`src/rtl/mt_pkg.sv`:
```
`timescale 1ns/1ps
// Shared types for the match-action timer.
package mt_pkg;
    // Output action applied on a match event.
    typedef enum logic [1:0] {
        OC_KEEP = 2'd0,
        OC_LOW  = 2'd1,
        OC_HIGH = 2'd2,
        OC_FLIP = 2'd3
    } oc_e;
endpackage

```
`src/rtl/mt_prescale.sv`:
```
`timescale 1ns/1ps
// Prescaler: counts accepted strobes and emits a roll pulse when the
// count reaches the limit, then restarts from zero.
// Assumes step is already gated by run state and counter reset.
module mt_prescale #(
    parameter int PRE_W = 32
) (
    input  logic             clk,
    input  logic             rst_n,
    input  logic             clr,
    input  logic             step,
    input  logic [PRE_W-1:0] limit,
    output logic             roll
);
    logic [PRE_W-1:0] pc_q;
    logic             at_lim;

    assign at_lim = (pc_q >= limit);
    assign roll   = step & at_lim;

    // Advance or clear the prescale count.
    always_ff @(posedge clk) begin
        if (!rst_n || clr)  pc_q <= '0;
        else if (step)      pc_q <= at_lim ? '0 : pc_q + 1'b1;
    end
endmodule

```
`src/rtl/mt_counter.sv`:
```
`timescale 1ns/1ps
// Timer counter register with wrap-to-zero on a reset-enabled match.
// Exposes the value it would load so comparators can detect the new value.
module mt_counter #(
    parameter int CNT_W = 32
) (
    input  logic             clk,
    input  logic             rst_n,
    input  logic             clr,
    input  logic             inc,
    input  logic             wrap,
    output logic [CNT_W-1:0] value,
    output logic [CNT_W-1:0] nxt
);
    logic [CNT_W-1:0] tc_q;

    assign nxt   = wrap ? '0 : tc_q + 1'b1;
    assign value = tc_q;

    // Hold, clear or step the counter.
    always_ff @(posedge clk) begin
        if (!rst_n || clr) tc_q <= '0;
        else if (inc)      tc_q <= nxt;
    end
endmodule

```
`src/rtl/mt_match_chan.sv`:
```
`timescale 1ns/1ps
// One match channel output stage: holds the output bit, applies the
// selected action on a hit, loads the initial level, and in PWM mode
// replaces the bit by a compare of the counter against the duty value.
module mt_match_chan
    import mt_pkg::*;
#(
    parameter int CNT_W = 32
) (
    input  logic             clk,
    input  logic             rst_n,
    input  logic             load,
    input  logic             init_lvl,
    input  oc_e              ctl,
    input  logic             hit,
    input  logic             pwm_mode,
    input  logic [CNT_W-1:0] tc,
    input  logic [CNT_W-1:0] duty,
    output logic             out
);
    logic em_q;

    // Output bit: initial-level load has priority over a match action.
    always_ff @(posedge clk) begin
        if (!rst_n)   em_q <= 1'b0;
        else if (load) em_q <= init_lvl;
        else if (hit) begin
            case (ctl)
                OC_LOW:  em_q <= 1'b0;
                OC_HIGH: em_q <= 1'b1;
                OC_FLIP: em_q <= ~em_q;
                default: em_q <= em_q;
            endcase
        end
    end

    assign out = pwm_mode ? (tc >= duty) : em_q;
endmodule

```
`src/rtl/match_timer.sv`:
```
`timescale 1ns/1ps
// Match-action timer counter with PWM.
// A prescaled counter is compared against NUM_MATCH values. Each hit can
// wrap, stop, flag and drive an output. The last channel acts as the PWM
// period whenever any other channel is in PWM mode.
// Assumes NUM_MATCH >= 2 and control pulses last one clock.
module match_timer
    import mt_pkg::*;
#(
    parameter int CNT_W     = 32,
    parameter int PRE_W     = 32,
    parameter int NUM_MATCH = 4
) (
    input  logic                       clk,
    input  logic                       rst_n,
    input  logic                       tick,
    input  logic                       run_wr,
    input  logic                       run_val,
    input  logic                       cnt_rst,
    input  logic [NUM_MATCH-1:0]       flag_clr,
    input  logic [PRE_W-1:0]           prescale,
    input  logic [NUM_MATCH*CNT_W-1:0] match_val,
    input  logic [NUM_MATCH-1:0]       act_rst,
    input  logic [NUM_MATCH-1:0]       act_stop,
    input  logic [NUM_MATCH-1:0]       act_irq,
    input  logic [2*NUM_MATCH-1:0]     out_ctl,
    input  logic [NUM_MATCH-1:0]       out_init,
    input  logic [NUM_MATCH-1:0]       cfg_load,
    input  logic [NUM_MATCH-1:0]       pwm_en,
    output logic [CNT_W-1:0]           count,
    output logic                       running,
    output logic [NUM_MATCH-1:0]       match_flag,
    output logic [NUM_MATCH-1:0]       match_out,
    output logic                       irq,
    output logic                       pwm_err
);
    localparam int PER_CH = NUM_MATCH - 1;

    logic                 run_q;
    logic                 cnt_go;
    logic                 inc;
    logic                 wrap;
    logic                 pwm_any;
    logic [CNT_W-1:0]     tc;
    logic [CNT_W-1:0]     tc_nxt;
    logic [NUM_MATCH-1:0] at_val;
    logic [NUM_MATCH-1:0] hit;
    logic [NUM_MATCH-1:0] rst_sel;
    logic [NUM_MATCH-1:0] flag_q;

    assign cnt_go  = tick & run_q & ~cnt_rst;
    assign pwm_any = |pwm_en[PER_CH-1:0];

    // Channels that wrap the counter: user selection plus PWM period.
    always_comb begin
        rst_sel = act_rst;
        if (pwm_any) rst_sel[PER_CH] = 1'b1;
    end

    assign wrap = |(rst_sel & at_val);

    mt_prescale #(.PRE_W(PRE_W)) u_pre (
        .clk   (clk),
        .rst_n (rst_n),
        .clr   (cnt_rst),
        .step  (cnt_go),
        .limit (prescale),
        .roll  (inc)
    );

    mt_counter #(.CNT_W(CNT_W)) u_cnt (
        .clk   (clk),
        .rst_n (rst_n),
        .clr   (cnt_rst),
        .inc   (inc),
        .wrap  (wrap),
        .value (tc),
        .nxt   (tc_nxt)
    );

    for (genvar i = 0; i < NUM_MATCH; i++) begin : g_ch
        logic [CNT_W-1:0] mval;
        logic             pwm_i;
        assign mval      = match_val[i*CNT_W +: CNT_W];
        assign at_val[i] = (tc == mval);
        assign hit[i]    = inc & (tc_nxt == mval);
        if (i < PER_CH) begin : g_pwm
            assign pwm_i = pwm_en[i];
        end else begin : g_per
            assign pwm_i = 1'b0;
        end
        mt_match_chan #(.CNT_W(CNT_W)) u_ch (
            .clk      (clk),
            .rst_n    (rst_n),
            .load     (cfg_load[i]),
            .init_lvl (out_init[i]),
            .ctl      (oc_e'(out_ctl[2*i +: 2])),
            .hit      (hit[i]),
            .pwm_mode (pwm_i),
            .tc       (tc),
            .duty     (mval),
            .out      (match_out[i])
        );
    end

    // Running bit: a stop-on-match wins over a software write.
    always_ff @(posedge clk) begin
        if (!rst_n)                  run_q <= 1'b0;
        else if (|(hit & act_stop))  run_q <= 1'b0;
        else if (run_wr)             run_q <= run_val;
    end

    // Sticky flags: set on enabled hits, cleared by write-1; set wins.
    always_ff @(posedge clk) begin
        if (!rst_n) flag_q <= '0;
        else        flag_q <= (flag_q & ~flag_clr) | (hit & act_irq);
    end

    assign count      = tc;
    assign running    = run_q;
    assign match_flag = flag_q;
    assign irq        = |flag_q;
    assign pwm_err    = pwm_en[PER_CH];
endmodule

```
`config.mk`:
```
export PLATFORM = sky130hd
export DESIGN_NAME = match_timer
export DESIGN_NICKNAME = d
export VERILOG_FILES = /design/src/rtl/mt_pkg.sv /design/src/rtl/mt_prescale.sv /design/src/rtl/mt_counter.sv /design/src/rtl/mt_match_chan.sv /design/src/rtl/match_timer.sv
export SDC_FILE = /design/constraint.sdc
export NUM_CORES = 1
export LEC_CHECK = 0
export ABC_CLOCK_PERIOD_IN_PS = 7200
export BUFFER_PORTS_ARGS = -buffer_cell sky130_fd_sc_hd__buf_2
export CORE_UTILIZATION = 30
export CTS_BUF_LIST = sky130_fd_sc_hd__clkbuf_4 sky130_fd_sc_hd__clkbuf_8
export DETAILED_ROUTE_END_ITERATION = 7
export GPL_ROUTABILITY_DRIVEN = 0
export GPL_TIMING_DRIVEN = 1
export PLACE_DENSITY = 0.48
export REMOVE_ABC_BUFFERS = 1
export SLEW_MARGIN = 10
export SYNTH_ARGS = -nofsm -noshare
export SYNTH_HDL_FRONTEND = slang
export SYNTH_SLANG_ARGS = --single-unit
```
`constraint.sdc`:
```
create_clock -name clk -period 7.2 [get_ports clk]
set_input_delay 1.44 -clock clk [delete_from_list [all_inputs] [get_ports clk]]
set_output_delay 1.44 -clock clk [all_outputs]
set_load 0.02 [all_outputs]
```
==> results.toml, run 1 <==
[status]
outcome = "complete, no violations"

[grt]
grt_pass1_vias = 12309
track_usage_pct = 28.9
overflow = 0
antenna_found_initial = 1
grt_pass1_wl_um = 80900
grt_max_degree = 40

[timing]
rsz0062_at_grt = "no"
tightest_slew_ns = 1.20
drv_slew = 0
tns_ns = 0
fmax_mhz = 172
setup_viol = 0
period_needed_ns = 5.81
relSlewSlack_pct = 19.7
clock_skew_ns = 0.0437
min_period_over_period_pct = 80.7
hold_viol_final = 0

[routing]
ant_nets = 0
via_per_inst = 6.07
wl_per_cell_um = 25.6
drc_errors = 0
drt_iter0_drc = 1841
vias = 13390
dr.pass1.iters = 7
routed_wl_um = 56500

[synthesis]
syn_area_per_cell_um2 = 7.33
synthFlopType = "dfxtp_1"
ys_top_cells_by_count = "163 x inv_1, 134 x nor2_1, 130 x ha_1"
synthArstFlopShare_pct = 0
synth_enable_flop_cells = 0
ys_warn_count = 0
yosys.area.top_type_share_pct = 14.6
synth_area_leaders = "ha_1 15%, dfxtp_1 13%, inv_1 5.5%"
syn_inst = 1522
synth_top_area_cell = "ha_1"
seq_area_frac_synth_pct = 13.1
synth_area_um2 = 11200
yosysMostFrequentCell = "inv_1"
ys_ff_latch = 73
synth_cell_types = 72

[floorplanning]
fp.dieW_um = 195
die-area_um2 = 38000
row_count = 70
io_pins = 245
die_h_um = 195
core-area_um2 = 36600
start_util_pct = 30.5

[worst_hold_path]
worstHoldPathType = "flip-flop to flip-flop"
min_from = "u_pre.pc_q[22]"
hold_depth = 2
whs_endpoint = "u_pre.pc_q[22]"

[clock_network]
cts_tree = "built"
cts_setup_buffers = 0
cts-hold-fix-buffers = 0
path_clk_slew_ns = 0.10
cts_max_level = 3
clk_path_buf_depth = 2
cts_root_buffer = "clkbuf_8"
clk_latency_ns = 0.42
cts.sinks = 73
cts_buffers = 9
cts.repair.resized = 0

[place]
dp.cells = 2189
numPortBuffers = 242
place_hpwl_um = 45700

[critical_path]
critical_path_class = "input pin to flip-flop"
critPathMaxFanout = 39
slowest_delay_ns = 0.80
crit_slowest_cell = "or4b_2"
reg2reg_slack_ns = 1.76
cpMostUsedCell = "buf_4"
critPathLaunchType = "input pin"
crit_arrival_ns = 6.13
worstSetupEndpointType = "flip-flop"
required_ns = 7.52
crit_chain = "buf_2 > xnor2_1 > o41ai_1 > or4b_2 > nor3_2 > buf_4 > or2_2 > nand3_1 > a2111oi_0 > buf_4 > nand4_1 > o21a_1 > nor3_1"
ff2ff_path_depth = 11
r2r-end = "g_ch[0].u_ch.em_q"
timing.rr.start = "u_cnt.value[8]"

[power]
p_total_mw = 1.04
p_leak_nw = 6.12
ir_drop_mv = 0.0688
cellPowerDensity_nw_per_um2 = 80.0

[run]
max_cap_viol_count = 0

[final_layout]
n_fill_cell = 3975
drive_gt1_share_pct = 17.7
fin_cells = 2206
syn_to_final_growth_pct = 17.0
final_nets = 2064
## logic make-up after synthesis
group / Yosys count / share of synthesized area, %
AO/OA/AOI/OAI: 379 / 23.6
XOR/XNOR: 128 / 12.6
adder cells (fa/ha/maj): 130 / 14.6
buffers and inverters: 238 / 8.63
flip-flops: 73 / 13.1
multiplexers: 4 / 0.359
AND/OR/NAND/NOR: 570 / 27.1
## power breakdown
part           internal [mW]  switching [mW]  total (mW)
clock network          0.133           0.222       0.355
registers              0.405         0.00244       0.408
logic                  0.111           0.171       0.281
total                  0.649           0.395        1.04
## layer usage
metal	global-route usage, %	wire, um	vias up
met5	0	0	-
met4	12.5	2820	0
met3	6.89	6080	166
met2	43.1	23500	871
met1	39.4	24100	6273
li1	-	-	6080
## area by class of cell
type / count / area, um2 / area share, %
inverters: 163 / 612 / 4.69
flip-flops and latches: 73 / 1460 / 11.2
diodes: 1 / 2.50 / 0.0192
clock buffers: 9 / 124 / 0.949
well taps: 468 / 586 / 4.49
clock inverters: 7 / 62.6 / 0.479
repair buffers: 274 / 1450 / 11.1
multi-input cells: 1211 / 8750 / 67.1
## flip-flops by register name, indices dropped and copies added (netlist names)
register and cells:
u_pre.pc_q 32, match_flag 4, g_ch.u_ch.em_q 4, running 1
u_cnt.value 32
## placed cells by master (no fill, tap or decap), types with 15 or more instances in the layout
cell,count
or3_1,16
nor3_1,73
a22oi_1,17
xnor3_1,20
a211oi_1,33
a21o_1,37
nor2b_1,17
o21ai_0,66
dfxtp_1,73
ha_1,130
nand2_1,78
xnor2_1,66
and3_1,15
a21oi_1,67
or4_1,15
inv_1,163
nand4_1,68
xor2_1,41
nor4_1,32
buf_2,242
buf_4,32
nand3_1,54
nor2_1,134
## critical path: cells and delay by family
family | cells | cell delay (ns)
compound gates | 3 | 1.29
xor+xnor | 1 | 0.54
buf+inv | 3 | 0.86
simple gates | 6 | 1.98
## how the worst max path moves through the flow
stage	to	cells after the start	from	slack, ns
CTS	match_out[2]	14	match_val[73]	1.47
floorplan	g_ch[2].u_ch.em_q	10	match_val[111]	0.77
detailed placement	g_ch[3].u_ch.em_q	13	match_val[111]	1.24
global route	g_ch[0].u_ch.em_q	13	match_val[111]	1.32
global placement	g_ch[3].u_ch.em_q	13	match_val[111]	1.23
finish	g_ch[0].u_ch.em_q	13	match_val[111]	1.39
## stage by stage
stage	worst slack [ns]	hold WS (ns)	area [um2]	util (%)
after floorplan	0.773	0.470	10800	-
after global placement	1.23	0.499	12900	35.1
after detailed placement	1.24	0.516	12900	35.1
after CTS	1.47	0.531	13000	35.6
after global routing	1.32	0.548	13000	35.6
final	1.39	0.528	13100	35.6
Note: power is estimated with default switching activity, not from simulation.
==> run 2: changes to the inputs <==
Settings changed: ABC_CLOCK_PERIOD_IN_PS 7200 to 5600.
Clock period 7.2 ns to 5.6 ns, I/O delays scaled along.
==> run 2 against run 1 <==
  * Utilization increased by 1.2 points
  * Sequential power increased by 28%
  * Count of clock-buffer cells in the layout unchanged
  * Via count increased by 1.1%
  * Routed wire length increased by 1.6%
  * Sequential cell count unchanged
  * Worst setup slack got worse by 1.0 ns
  * Total power increased by 28%
  * Global-route usage increased by 0.86 points
  * Critical endpoint is now match_out[1]
  * Largest cell class unchanged
==> results.toml, run 2 (synthesis results as in run 1) <==
[critical_path]
crit_buf_inv = 1
worstSetupEndpointType = "primary output"
cpMostUsedCell = "a21o_1"
slowest_delay_ns = 0.84
crit_arrival_ns = 4.11
critPathLaunchType = "flip-flop"
reg2reg_slack_ns = 0.66
cp_top_family = "compound AO/OA/AOI/OAI gates"
critPathMaxFanout = 16
critical_path_class = "flip-flop to primary output"
required_ns = 4.48
crit_chain = "ha_1 > a21o_1 > a21o_1 > a21o_1 > a21o_1 > a21o_1 > a21o_1 > a221o_1 > a221o_1 > a221oi_1 > a21oi_1 > buf_2"
crit_slowest_cell = "dfxtp_1"

[place]
place_hpwl_um = 47200
dp_slack_ns = 0.365
numPortBuffers = 242

[clock_network]
path_clk_slew_ns = 0.10
cts_setup_buffers = 0
clk_path_buf_depth = 2
cts_root_buffer = "clkbuf_8"
cts.repair.resized = 0
cts.sinks = 73
cts_max_level = 3
cts-hold-fix-buffers = 0
cts_buffers = 9
clk_latency_ns = 0.41
cts_tree = "built"

[grt]
grt_pass1_vias = 12588
grt_pass1_wl_um = 83400
antenna_found_initial = 1
overflow = 0
grt_max_degree = 35
track_usage_pct = 29.8

[routing]
drc_errors = 0
vias = 13531
wl_per_cell_um = 25.4
drt_iter0_drc = 1475
routed_wl_um = 57400
via_per_inst = 5.98
ant_nets = 0
dr.pass1.iters = 6

[final_layout]
layout_commonest_cell = "buf_2"
drive_gt1_share_pct = 20.4
most-common-layout-cells = "242 x buf_2, 163 x inv_1, 134 x nor2_1, 130 x ha_1, 88 x buf_4"
final_nets = 2121
utilization_pct = 36.9
syn_to_final_growth_pct = 21.0
n_antenna_cell = 0
n_fill_cell = 4002

[timing]
tns_ns = 0
clock_skew_ns = 0.0379
rsz0062_at_grt = "no"
relSlewSlack_pct = 14.5
setup_viol = 0
fin_ws_ns = 0.375
fmax_mhz = 191
period_needed_ns = 5.23
drv_slew = 0
hold_viol_final = 0
min_period_over_period_pct = 93.3
tightest_slew_ns = 1.27

[floorplanning]
die-area_um2 = 38000
io_pins = 245
core-area_um2 = 36600
fp.dieW_um = 195
start_util_pct = 30.5
die_h_um = 195
row_count = 70

[power]
cellPowerDensity_nw_per_um2 = 98.9
ir_drop_mv = 0.0880
switching_share_pct = 37.4
p_comb_share_pct = 27.1
internal_power_uw = 836
p_seq_share_pct = 39.2
clkPwrFrac_pct = 33.7
power_switching_uw = 499
p_leak_nw = 6.41

[status]
outcome = "complete, no violations"

[run]
max_cap_viol_count = 0

[worst_hold_path]
worstHoldPathType = "flip-flop to flip-flop"
## run 2: cell types whose count changed in the layout (fill, tap and decap cells not counted), sizes merged
cell	delta
buf	+57
diode	-1
## run 2: final cells by class
| type | count | area (um2) | share of cell area [%] |
|---|---|---|---|
| Clock inverter | 7 | 60.1 | 0.445 |
| Tap cell | 468 | 586 | 4.34 |
| Timing Repair Buffer | 331 | 1890 | 14.0 |
| Multi-Input combinational cell | 1211 | 8760 | 64.9 |
| Sequential cell | 73 | 1460 | 10.8 |
| Inverter | 163 | 612 | 4.53 |
| Clock buffer | 9 | 124 | 0.918 |
## run 2: final timing paths
check | from | endpoint | depth (start not counted)
worst max-delay path | u_cnt.value[9] | match_out[1] | 12
worst min-delay path | u_cnt.value[4] | u_cnt.value[4] | 2
worst max register to register | u_cnt.value[10] | match_flag[1] | 15
worst min register to register | u_cnt.value[4] | u_cnt.value[4] | 2
## run 2: layer usage
layer | global-route usage, % | share of wire [%] | vias to the layer above | wire, um
li1 | - | - | 6188 | -
met1 | 40.1 | 42 | 6303 | 23900
met2 | 44.4 | 42 | 882 | 23800
met3 | 7.08 | 11 | 158 | 6570
met4 | 14.1 | 5.3 | 0 | 3060
met5 | 0 | 0 | - | 0
## run 2: metrics by stage
step | instance area [um2] | instances | total power [mW] | hold slack [ns]
2_1_floorplan | 10800 | 1447 | 0.693 | 0.470
3_3_place_gp | 13300 | 2246 | 0.884 | 0.471
3_5_place_dp | 13300 | 2246 | 0.887 | 0.480
4_1_cts | 13500 | 2262 | 1.33 | 0.504
5_1_grt | 13500 | 2262 | 1.39 | 0.535
6_report | 13500 | 2262 | 1.33 | 0.504
## run 2: power groups by stage
stage	sequential (mW)	combinational [mW]	clock, mW
after floorplan	0.536	0.157	0
after global placement	0.536	0.348	0
after detailed placement	0.536	0.351	0
after CTS	0.524	0.353	0.458
after global routing	0.524	0.389	0.473
final	0.524	0.362	0.450
## run 2: worst reg2reg max path: stages (launching register included)
cell and delay, ns:
dfxtp_1 0.75, buf_4 0.30, ha_1 0.27, nand4_1 0.19, nor4_1 0.08, buf_4 0.16
nand3_1 0.08, o211ai_1 0.27, buf_4 0.30, or2_2 0.46, or4_1 0.55, a2111oi_0 0.67
buf_4 0.26, nand3_1 0.14, nor3_1 0.26, o21a_1 0.14
==> run 3: changes to the inputs <==
Settings changed: ABC_AREA set to 1, CORE_MARGIN set to 2, PLACE_DENSITY 0.48 to 0.49.
==> run 3 against run 2 <==
  * Die area down 2.5%
  * Sequential power about the same
  * Routed wire length is 23% lower
  * Sequential cell count unchanged
  * Critical path depth did not move
  * Count of clock-buffer cells in the layout is the same
  * Worst hold slack got worse by 0.017 ns
  * Critical endpoint is now match_out[0]
==> results.toml, run 3 <==
[critical_path]
critPathMaxFanout = 3
ff2ff_path_depth = 20
critical_path_class = "input pin to primary output"
worstSetupEndpointType = "primary output"
critPathLaunchType = "input pin"
required_ns = 4.48
crit_arrival_ns = 3.50

[timing]
setup_viol = 0
min_period_over_period_pct = 82.4
tns_ns = 0
rsz0062_at_grt = "no"
fmax_mhz = 217
relSlewSlack_pct = 48.4
hold_viol_final = 0
clock_skew_ns = 0.0192
period_needed_ns = 4.62
tightest_slew_ns = 0.773
drv_slew = 0

[routing]
dr.pass1.iters = 5
drc_errors = 0
vias = 12726
ant_nets = 0
routed_wl_um = 44000
drt_iter0_drc = 953
via_per_inst = 4.99
wl_per_cell_um = 17.3

[power]
internal_power_uw = 862
ir_drop_mv = 0.145
clkPwrFrac_pct = 37.0
power_switching_uw = 471
p_total_mw = 1.33
p_seq_share_pct = 39.3
switching_share_pct = 35.3
p_leak_nw = 6.77
cellPowerDensity_nw_per_um2 = 106
p_comb_share_pct = 23.7

[clock_network]
cts.repair.resized = 0
cts-hold-fix-buffers = 0
clk_path_buf_depth = 2
cts_buffers = 9
clk_latency_ns = 0.40
cts.sinks = 73
cts_tree = "built"
path_clk_slew_ns = 0.09
cts_setup_buffers = 0
cts_max_level = 3
cts_root_buffer = "clkbuf_8"

[grt]
track_usage_pct = 23.6
grt_max_degree = 67
grt_pass1_wl_um = 66600
grt_pass1_vias = 11802
antenna_found_initial = 4
overflow = 0

[place]
dpl-instance-area_um2 = 12300
numPortBuffers = 242
place_hpwl_um = 35700

[synthesis]
synth_area_um2 = 10600
seq_area_frac_synth_pct = 13.7
yosys.area.top_type_share_pct = 20.7
ys_ff_latch = 73
synth_top_area_cell = "nand2_1"
synth_cell_types = 51
synth_enable_flop_cells = 0
syn_inst = 1875
syn_area_per_cell_um2 = 5.68
ys_warn_count = 0
yosysMostFrequentCell = "nand2_1"
synthArstFlopShare_pct = 0
ys_top_cells_by_count = "588 x nand2_1, 281 x inv_1, 207 x nor2_1"
synthFlopType = "dfxtp_1"
synth_area_leaders = "nand2_1 21%, ha_1 15%, dfxtp_1 14%"

[final_layout]
layout_commonest_cell = "nand2_1"
fin_area_um2 = 12500
drive_gt1_share_pct = 15.1
syn_to_final_growth_pct = 17.9
final_nets = 2419
most-common-layout-cells = "588 x nand2_1, 280 x inv_1, 242 x buf_2, 205 x nor2_1, 131 x nand4_1"
n_fill_cell = 3969

[floorplanning]
start_util_pct = 30.7
core-area_um2 = 34700
die-area_um2 = 37000
row_count = 68
io_pins = 245
die_h_um = 192
fp.dieW_um = 192

[worst_hold_path]
hold_depth = 2
worstHoldPathType = "flip-flop to flip-flop"

[status]
outcome = "complete, no violations"

[run]
max_cap_viol_count = 0
==> run 3: kinds of logic (layout without fill, tap and decap cells) <==
kind of cell	Yosys count	count (layout)	share of synthesized area, %
AND/OR/NAND/NOR	1080	1080	44.7
buffers and inverters	334	551	12.1
AO/OA/AOI/OAI	230	230	11.7
adder cells (fa/ha/maj)	130	130	15.3
flip-flops	73	73	13.7
XOR/XNOR	28	28	2.52
other	0	1	0
==> run 3: area by class of cell <==
type	count	area (um2)	share of cell area, %
timing repair buffer	252	1340	10.6
clock buffer	9	124	0.987
clock inverter	7	83.8	0.668
tap	455	569	4.54
antenna	1	2.50	0.0199
sequential	73	1460	11.6
multi-input combinational	1468	7910	63.0
inverter	283	1060	8.46
==> run 3: metrics by stage <==
step / cells / util (%) / setup WS [ns] / hold slack [ns]
finish: 2548 / 36.2 / 0.984 / 0.486
global route: 2548 / 36.2 / 0.836 / 0.522
CTS: 2547 / 36.1 / 1.04 / 0.491
detailed placement: 2531 / 35.5 / 0.714 / 0.471
global placement: 2531 / 35.5 / 0.731 / 0.474
floorplan: 1824 / - / -2.75 / 0.447
==> run 3: layer usage <==
| layer | up-vias | track usage, % | part of all wire [%] |
|---|---|---|---|
| met4 | 6 | 4.67 | 1.3 |
| li1 | 6556 | - | - |
| met3 | 35 | 3.98 | 6.4 |
| met2 | 359 | 39.9 | 47 |
| met5 | - | 0 | 0.073 |
| met1 | 5770 | 31.4 | 46 |
==> run 3: power groups by stage <==
stage          combinational, mW  sequential, mW  clock, mW
2_1_floorplan              0.164           0.536          0
3_3_place_gp               0.311           0.536          0
3_5_place_dp               0.314           0.536          0
4_1_cts                    0.316           0.524      0.510
5_1_grt                    0.360           0.525      0.528
6_report                   0.315           0.524      0.494
==> run 3: path summary, 6_finish.rpt <==
check                  startpoint           endpoint  slack [ns]
setup / recovery     match_val[3]       match_out[0]        0.98
hold / removal      match_flag[3]      match_flag[3]        0.49
setup reg to reg  u_cnt.value[27]  g_ch[1].u_ch.em_q        1.22
hold reg to reg     match_flag[3]      match_flag[3]        0.49
==> run 3: worst max-delay path, cell delays in order <==
cell and delay, ns:
buf_2 0.09, inv_1 0.05, ha_1 0.32, a21oi_1 0.17, o211ai_1 0.16, a21oi_1 0.25
o21ai_0 0.16, a221oi_1 0.46, nor2_1 0.08, o32ai_1 0.37, inv_1 0.10, buf_2 0.17
